**config.mk**
```make
export PLATFORM = sky130hd
export DESIGN_NAME = vli_sequencer
export DESIGN_NICKNAME = d
export VERILOG_FILES = /design/src/rtl/vli_pkg.sv /design/src/rtl/vli_opdecode.sv /design/src/rtl/vli_fetch_ctl.sv /design/src/rtl/vli_bundle.sv /design/src/rtl/vli_sequencer.sv
export SDC_FILE = /design/constraint.sdc
export NUM_CORES = 1
export LEC_CHECK = 0
export ABC_AREA = 1
export BUFFER_PORTS_ARGS = -buffer_cell sky130_fd_sc_hd__buf_2
export CORE_UTILIZATION = 46
export CTS_CLUSTER_DIAMETER = 40
export DETAILED_ROUTE_END_ITERATION = 10
export PLACE_DENSITY_LB_ADDON = 0.1
export SLEW_MARGIN = 5
export SYNTH_ARGS = -nofsm -noshare
export SYNTH_HDL_FRONTEND = slang
export SYNTH_SLANG_ARGS = --single-unit
```
**constraint.sdc**
```tcl
create_clock -name clk -period 1.35 [get_ports clk]
set_input_delay 0.0675 -clock clk [delete_from_list [all_inputs] [get_ports clk]]
set_output_delay 0.0675 -clock clk [all_outputs]
set_load 0.005 [all_outputs]
```
**src/rtl/vli_pkg.sv**
```systemverilog
package vli_pkg;

  localparam int unsigned WORD_W    = 16;
  localparam int unsigned REG_IDX_W = 5;
  localparam int unsigned CAT_W     = 4;
  localparam int unsigned SUB_W     = 4;
  localparam int unsigned NOPS_W    = 2;

  typedef enum logic [CAT_W-1:0] {
    CAT_HALT  = 4'd0,
    CAT_ARITH = 4'd1,
    CAT_LOGIC = 4'd2,
    CAT_CMP   = 4'd3,
    CAT_FLOW  = 4'd4,
    CAT_MEM   = 4'd5
  } cat_e;

  typedef enum logic [1:0] {
    ST_REQ  = 2'd0,
    ST_WAIT = 2'd1,
    ST_OUT  = 2'd2,
    ST_HALT = 2'd3
  } seq_state_e;

  typedef struct packed {
    logic [NOPS_W-1:0] nops;
    logic              imm1;
    logic              imm2;
    logic              illegal;
    logic              halt;
  } op_info_t;

endpackage

```
**src/rtl/vli_opdecode.sv**
```systemverilog
module vli_opdecode
  import vli_pkg::*;
(
  input  logic [CAT_W-1:0] cat,
  input  logic [SUB_W-1:0] sub,
  input  logic [1:0]       imm_bits,
  output op_info_t         info
);

  logic [NOPS_W-1:0] nops;
  logic              force_reg1;
  logic              bad;
  logic              stop;

  always_comb begin
    nops       = '0;
    force_reg1 = 1'b0;
    bad        = 1'b0;
    stop       = 1'b0;
    case (cat)
      CAT_HALT:  stop = 1'b1;
      CAT_ARITH,
      CAT_LOGIC,
      CAT_CMP:   nops = NOPS_W'(2);
      CAT_FLOW:  nops = (sub[3:2] == 2'b00) ? NOPS_W'(1) : NOPS_W'(0);
      CAT_MEM: begin
        nops       = sub[1] ? NOPS_W'(2) : NOPS_W'(1);
        force_reg1 = sub[0];
      end
      default:   bad = 1'b1;
    endcase
  end

  always_comb begin
    info.nops    = nops;
    info.imm1    = (nops != '0) && imm_bits[1] && !force_reg1;
    info.imm2    = (nops == NOPS_W'(2)) && imm_bits[0];
    info.illegal = bad;
    info.halt    = stop;
  end

endmodule

```
**src/rtl/vli_fetch_ctl.sv**
```systemverilog
module vli_fetch_ctl
  import vli_pkg::*;
#(
  parameter int unsigned W        = WORD_W,
  parameter int unsigned RESET_PC = 0
) (
  input  logic          clk,
  input  logic          rst_n,
  input  logic          mem_rvalid,
  input  logic          out_ready,
  input  op_info_t      new_info,
  output logic          mem_req,
  output logic [W-1:0]  pc,
  output logic          cap_op,
  output logic          cap_o1,
  output logic          cap_o2,
  output logic          out_valid,
  output logic          halted
);

  localparam logic [W-1:0] PC_INIT = W'(RESET_PC);

  seq_state_e        state_q, state_d;
  logic [W-1:0]      pc_q, pc_d;
  logic [NOPS_W-1:0] slot_q, slot_d;
  logic [NOPS_W-1:0] need_q, need_d;
  logic              stop_q, stop_d;
  logic              word_in;

  assign word_in = (state_q == ST_WAIT) && mem_rvalid;

  always_comb begin
    state_d = state_q;
    pc_d    = pc_q;
    slot_d  = slot_q;
    need_d  = need_q;
    stop_d  = stop_q;
    cap_op  = 1'b0;
    cap_o1  = 1'b0;
    cap_o2  = 1'b0;
    case (state_q)
      ST_REQ:  state_d = ST_WAIT;
      ST_WAIT: begin
        if (mem_rvalid) begin
          pc_d = pc_q + W'(1);
          if (slot_q == '0) begin
            cap_op = 1'b1;
            need_d = new_info.nops;
            stop_d = new_info.halt;
            if (new_info.nops == '0) begin
              state_d = ST_OUT;
            end else begin
              slot_d  = NOPS_W'(1);
              state_d = ST_REQ;
            end
          end else begin
            cap_o1 = (slot_q == NOPS_W'(1));
            cap_o2 = (slot_q == NOPS_W'(2));
            if (slot_q == need_q) begin
              state_d = ST_OUT;
            end else begin
              slot_d  = slot_q + NOPS_W'(1);
              state_d = ST_REQ;
            end
          end
        end
      end
      ST_OUT: begin
        if (out_ready) begin
          slot_d  = '0;
          state_d = stop_q ? ST_HALT : ST_REQ;
        end
      end
      default: state_d = ST_HALT;
    endcase
  end

  always_ff @(posedge clk or negedge rst_n) begin
    if (!rst_n) begin
      state_q <= ST_REQ;
      pc_q    <= PC_INIT;
      slot_q  <= '0;
      need_q  <= '0;
      stop_q  <= 1'b0;
    end else begin
      state_q <= state_d;
      if (word_in) pc_q <= pc_d;
      slot_q  <= slot_d;
      if (cap_op) begin
        need_q <= need_d;
        stop_q <= stop_d;
      end
    end
  end

  assign mem_req   = (state_q == ST_REQ) && rst_n;
  assign pc        = pc_q;
  assign out_valid = (state_q == ST_OUT);
  assign halted    = (state_q == ST_HALT);

  // once halted, silent and stuck
  p_halt_quiet_r10: assert property (@(posedge clk) disable iff (!rst_n)
    halted |-> (!mem_req && !out_valid));
  p_halt_sticky_r10: assert property (@(posedge clk) disable iff (!rst_n)
    halted |=> halted);
  // each consumed word moves the address by one
  p_pc_step_r8: assert property (@(posedge clk) disable iff (!rst_n)
    word_in |=> (pc_q == $past(pc_q) + W'(1)));
  // a stalled bundle keeps the fetch side parked
  p_stall_park_r11: assert property (@(posedge clk) disable iff (!rst_n)
    (out_valid && !out_ready) |=> (out_valid && !mem_req && $stable(pc_q)));
  // read data arrives only for an outstanding request
  p_rvalid_expected_r12: assert property (@(posedge clk) disable iff (!rst_n)
    mem_rvalid |-> (state_q == ST_WAIT));

endmodule

```
**src/rtl/vli_bundle.sv**
```systemverilog
module vli_bundle
  import vli_pkg::*;
#(
  parameter int unsigned W     = WORD_W,
  parameter int unsigned IDX_W = REG_IDX_W
) (
  input  logic         clk,
  input  logic         rst_n,
  input  logic         cap_op,
  input  logic         cap_o1,
  input  logic         cap_o2,
  input  logic [W-1:0] rdata,
  input  logic [W-1:0] fetch_pc,
  input  op_info_t     new_info,
  input  logic         out_valid,
  input  logic         out_ready,
  output logic [W-1:0] op_word,
  output logic [W-1:0] op_pc,
  output op_info_t     info,
  output logic [W-1:0] opnd1,
  output logic [W-1:0] opnd2
);

  localparam int unsigned PAD_W = W - IDX_W;

  logic [W-1:0] word_q, word_d;
  logic [W-1:0] ipc_q, ipc_d;
  op_info_t     info_q, info_d;
  logic [W-1:0] o1_q, o1_d;
  logic [W-1:0] o2_q, o2_d;
  logic [W-1:0] reg_view;

  assign reg_view = {{PAD_W{1'b0}}, rdata[IDX_W-1:0]};

  always_comb begin
    word_d = word_q;
    ipc_d  = ipc_q;
    info_d = info_q;
    o1_d   = o1_q;
    o2_d   = o2_q;
    if (cap_op) begin
      word_d = rdata;
      ipc_d  = fetch_pc;
      info_d = new_info;
      o1_d   = '0;
      o2_d   = '0;
    end
    if (cap_o1) o1_d = info_q.imm1 ? rdata : reg_view;
    if (cap_o2) o2_d = info_q.imm2 ? rdata : reg_view;
  end

  always_ff @(posedge clk or negedge rst_n) begin
    if (!rst_n) begin
      word_q <= '0;
      ipc_q  <= '0;
      info_q <= '0;
      o1_q   <= '0;
      o2_q   <= '0;
    end else begin
      if (cap_op) begin
        word_q <= word_d;
        ipc_q  <= ipc_d;
        info_q <= info_d;
      end
      if (cap_op || cap_o1) o1_q <= o1_d;
      if (cap_op || cap_o2) o2_q <= o2_d;
    end
  end

  assign op_word = word_q;
  assign op_pc   = ipc_q;
  assign info    = info_q;
  assign opnd1   = o1_q;
  assign opnd2   = o2_q;

  // bundle contents frozen while the consumer stalls
  p_hold_r11: assert property (@(posedge clk) disable iff (!rst_n)
    (out_valid && !out_ready) |=> ($stable(word_q) && $stable(o1_q) && $stable(o2_q) && $stable(ipc_q)));
  // register operands never exceed the index range
  p_reg_range_r7: assert property (@(posedge clk) disable iff (!rst_n)
    (out_valid && info_q.nops != '0 && !info_q.imm1) |-> (o1_q[W-1:IDX_W] == '0));
  // a missing second operand reads as zero register
  p_absent_op2_r6: assert property (@(posedge clk) disable iff (!rst_n)
    (out_valid && info_q.nops != NOPS_W'(2)) |-> (!info_q.imm2 && o2_q == '0));
  // illegal opcodes carry no operands
  p_illegal_empty_r9: assert property (@(posedge clk) disable iff (!rst_n)
    (out_valid && info_q.illegal) |-> (info_q.nops == '0 && o1_q == '0 && !info_q.imm1));

endmodule

```
**src/rtl/vli_sequencer.sv**
```systemverilog
module vli_sequencer
  import vli_pkg::*;
#(
  parameter int unsigned W        = WORD_W,
  parameter int unsigned IDX_W    = REG_IDX_W,
  parameter int unsigned RESET_PC = 0
) (
  input  logic              clk,
  input  logic              rst_n,
  output logic              mem_req,
  output logic [W-1:0]      mem_addr,
  input  logic              mem_rvalid,
  input  logic [W-1:0]      mem_rdata,
  output logic              dec_valid,
  input  logic              dec_ready,
  output logic [W-1:0]      dec_pc,
  output logic [W-1:0]      dec_opcode,
  output logic [CAT_W-1:0]  dec_category,
  output logic [NOPS_W-1:0] dec_nops,
  output logic              dec_imm1,
  output logic              dec_imm2,
  output logic [W-1:0]      dec_opnd1,
  output logic [W-1:0]      dec_opnd2,
  output logic              dec_illegal,
  output logic              dec_halt,
  output logic              halted
);

  localparam int unsigned CAT_LSB = W - 8;
  localparam int unsigned SUB_LSB = 2;

  op_info_t     new_info;
  op_info_t     held_info;
  logic         cap_op, cap_o1, cap_o2;
  logic [W-1:0] fetch_pc;

  vli_opdecode u_dec (
    .cat      (mem_rdata[CAT_LSB +: CAT_W]),
    .sub      (mem_rdata[SUB_LSB +: SUB_W]),
    .imm_bits (mem_rdata[1:0]),
    .info     (new_info)
  );

  vli_fetch_ctl #(.W(W), .RESET_PC(RESET_PC)) u_ctl (
    .clk        (clk),
    .rst_n      (rst_n),
    .mem_rvalid (mem_rvalid),
    .out_ready  (dec_ready),
    .new_info   (new_info),
    .mem_req    (mem_req),
    .pc         (fetch_pc),
    .cap_op     (cap_op),
    .cap_o1     (cap_o1),
    .cap_o2     (cap_o2),
    .out_valid  (dec_valid),
    .halted     (halted)
  );

  vli_bundle #(.W(W), .IDX_W(IDX_W)) u_bun (
    .clk       (clk),
    .rst_n     (rst_n),
    .cap_op    (cap_op),
    .cap_o1    (cap_o1),
    .cap_o2    (cap_o2),
    .rdata     (mem_rdata),
    .fetch_pc  (fetch_pc),
    .new_info  (new_info),
    .out_valid (dec_valid),
    .out_ready (dec_ready),
    .op_word   (dec_opcode),
    .op_pc     (dec_pc),
    .info      (held_info),
    .opnd1     (dec_opnd1),
    .opnd2     (dec_opnd2)
  );

  assign mem_addr     = fetch_pc;
  assign dec_category = dec_opcode[CAT_LSB +: CAT_W];
  assign dec_nops     = held_info.nops;
  assign dec_imm1     = held_info.imm1;
  assign dec_imm2     = held_info.imm2;
  assign dec_illegal  = held_info.illegal;
  assign dec_halt     = held_info.halt;

endmodule

```
==> impl_metrics.toml <==
[synth]
postSynthCellCount = 420
synth_top_family_by_area = "simple AND/OR/NAND/NOR gates"
synthTopCellsByCount = "dfrtp_1 (90), nand2_1 (86), o21ai_0 (52)"
ys_ff_latch = 90
synth_top_area_cell = "dfrtp_1"
synth.avg_cell_area_um2 = 9.223
yosysMostFrequentCell = "dfrtp_1"
synthArstFlopShare_pct = 100.0
synth_compound_area_share_pct = 11.08
synth_fa_ha_area_share_pct = 1.292
synth_cell_types = 26
synth_xor_area_share_pct = 2.487
yosysWarnings = 0
yosysSeqAreaShare_pct = 58.14
synth.area.mux_share_pct = 0
synth_area_leaders = "dfrtp_1 (58%), nand2_1 (8.3%), o21ai_0 (6.7%)"
synth_edf_count = 0
synth_nets = 444
synth_ff_type = "dfrtp_1"
synthSimpleGateAreaFrac_pct = 19.32
synth_top_area_share_pct = 58.14
syn-cell-area_mm2 = 0.003874

[routing]
routed_wl_um = 10630
wl_per_cell_um = 15.29
viasPerCell = 5.023
vias = 3491
postRouteAntennaNets = 0
drt_first_pass_iters = 5
drt_drc_violations_left = 0
drt_iter0_drc = 138

[setup_path]
cp-end-kind = "flip-flop"
worst_setup_path_start_kind = "flip-flop"
slowest_stage = "dfrtp_1"
required_ns = 1.58
r2r_slack_ns = -0.10
crit_buf_inv = 3
r2r_start = "u_ctl.state_q[0]"
cp_data_arrival_time_ns = 1.68
r2r-end = "u_bun.opnd2[15]"
crit_chain = "inv_2, nor2_4, nand2_4, nor2_4, inv_6, buf_12, nand3_1, o31ai_2"
worstPathMaxFanout = 24
cp_top_family = "simple AND/OR/NAND/NOR gates"
cp.depth = 8
crit_type = "flip-flop to flip-flop"
ff2ff_path_depth = 8
cp_common_cell = "nor2_4"
max_stage_delay_ns = 0.38

[final_layout]
nets = 609
fillCellCount = 704
diodes = 0
final_util_pct = 67.25
syn_to_final_growth_pct = 41.92
drive_above_1_share_pct = 40.00

[die]
dieArea_mm2 = 0.008792
die_w_um = 93.77
die_h_um = 93.77
rows = 33
initial_core_util_pct = 47.38
core_mm2 = 0.008175
io_pins = 113

[clock_network]
htree_num_levels = 3
tritoncts = "built"
root_buffer = "clkbuf_8"
clkSlewWorstSetupHoldPaths_ns = 0.10
cts_buffers = 9
cts_sinks = 90
clock_path_buffers = 2
worstSkewPairLatency_ns = 0.36

[worst_hold_path]
hold_path_class = "input pin to flip-flop"
hold_end = "u_bun.op_word[7]"
hold_depth = 3
hp-start = "mem_rdata[7]"

[grt]
grt_max_degree = 91
antenna_found_initial = 0
grt_pass1_vias = 3299
grt_pass1_wl_um = 16280
track_usage_pct = 24.13
overflow = 0

[timing]
hold_viol_final = 0
tns_ns = -2.931
finalCritPeriodShare_pct = 107.6
period_minus_slack_ns = 1.452
rsz0062_at_grt = "true"
skew_ns = 0.009585
finalSetupViolCount = 76
fmax_ghz = 0.6887
drv_slew = 0
slew_headroom_pct = 67.56
worst_slack_ns = -0.1020
worst_slew_pin_slew_ns = 0.4866

[run_status]
status = "finished with violations"
failed_checks = "setup timing"

[place]
dp_hpwl_um = 7064
port_buffers = 112
pre_cts_ws_ns = -0.07550
gp_congestion = 0.7976

[pwr]
power_density_mw_per_mm2 = 1969
power.leakage_nw = 2.996
ir_worst_vdd_mv = 1.016

[flow_run]
maxCapViolations = 0
## state kept, by name, summed over array words and instances, names as in the netlist
name,count
u_bun.opnd1,16
u_bun.op_pc,16
u_ctl.pc,16
u_ctl.state_q,2
u_ctl.need_q,1
u_bun.opnd2,16
u_ctl.slot_q,2
u_bun.op_word,16
u_bun.info,5
## how the worst max path moves through the flow
stage                      from         endpoint  slack [ns]
6_report       u_ctl.state_q[0]  u_bun.opnd2[15]       -0.10
3_5_place_dp   u_ctl.state_q[0]     u_ctl.pc[12]       -0.08
5_1_grt        u_ctl.state_q[1]     u_ctl.pc[12]       -0.19
2_1_floorplan  u_ctl.state_q[0]  u_bun.opnd2[14]       -0.04
4_1_cts        u_ctl.state_q[0]     u_ctl.pc[12]       -0.09
3_3_place_gp   u_ctl.state_q[0]     u_ctl.pc[13]     -0.0007
## final cells by class
cell class | instances | area (µm²) | share of cell area [%]
Sequential cell | 90 | 2252 | 40.96
Multi-Input combinational cell | 258 | 1491 | 27.13
Timing Repair Buffer | 176 | 1202 | 21.87
Inverter | 50 | 192.7 | 3.505
Clock buffer | 10 | 137.6 | 2.503
Tap cell | 105 | 131.4 | 2.390
Clock inverter | 6 | 90.09 | 1.639
## cells by family after synthesis
kind of cell	count (synthesis)
and+or+nand+nor	164
DFF	90
AOI/OAI and AO/OA	79
buffers and inverters	72
xor gates and xnor gates	11
adders and majority gates	4
## cell usage in the layout (no fill, tap or decap), types with 4 or more instances in the layout
| master | Yosys | routed |
|---|---|---|
| buf_6 | 0 | 13 |
| dlygate4sd3_1 | 0 | 7 |
| xor2_1 | 11 | 11 |
| dfrtp_1 | 90 | 90 |
| o21ai_0 | 52 | 14 |
| inv_1 | 47 | 41 |
| nor2_1 | 19 | 12 |
| buf_4 | 4 | 38 |
| nand2_1 | 86 | 80 |
| buf_2 | 10 | 111 |
| o21ai_1 | 6 | 42 |
| inv_2 | 3 | 8 |
| clkbuf_8 | 0 | 10 |
| buf_12 | 0 | 6 |
| o31ai_2 | 0 | 4 |
| nand3_1 | 43 | 37 |
| nor2_2 | 0 | 4 |
| o31ai_1 | 12 | 8 |
| nor2_4 | 4 | 7 |
| a21oi_1 | 6 | 4 |
| nand2_2 | 1 | 5 |
| nand3_2 | 0 | 6 |
## through the flow
| stage | area [µm²] | hold slack (ns) | power (mW) | std cells |
|---|---|---|---|---|
| after floorplan | 3930 | -0.2281 | 6.154 | 420 |
| after global placement | 4876 | 0.2116 | 8.019 | 659 |
| after detailed placement | 4876 | 0.2160 | 8.124 | 659 |
| after CTS | 5294 | 0.002327 | 10.38 | 688 |
| after global routing | 5498 | 0.006529 | 11.58 | 695 |
| final | 5498 | 0.003087 | 10.82 | 695 |
## tightest hold or removal path, cell delays in order
cell and delay [ns]:
buf_2 0.07, inv_1 0.06, o21ai_1 0.13
## timing repair
action | 4_1_cts | 5_1_grt
gates cloned | 1 | 1
pin swaps | 3 | 15
endpoints found under the setup margin | 56 | 87
hold buffers | 7 | 0
resized for setup | 32 | 40
setup buffers | 5 | 7
hold endpoints to repair | 106 | 0
## per-layer routing
metal / part of all wire [%] / global-route usage (%) / up-vias
met4: 1.5 / 8.205 / 0
met5: 0 / 0 / -
met1: 46 / 33.26 / 1683
met2: 48 / 38.63 / 96
met3: 4.6 / 3.883 / 14
li1: - / - / 1698
## power by group
group          internal (mW)  switching [mW]  total, mW  leakage [nW]
clock                   1.10            1.00       2.10         0.112
sequential              3.58           0.561       4.14          1.16
combinational           2.20            2.38       4.59          1.72
Power figures use the tool's default switching activity.
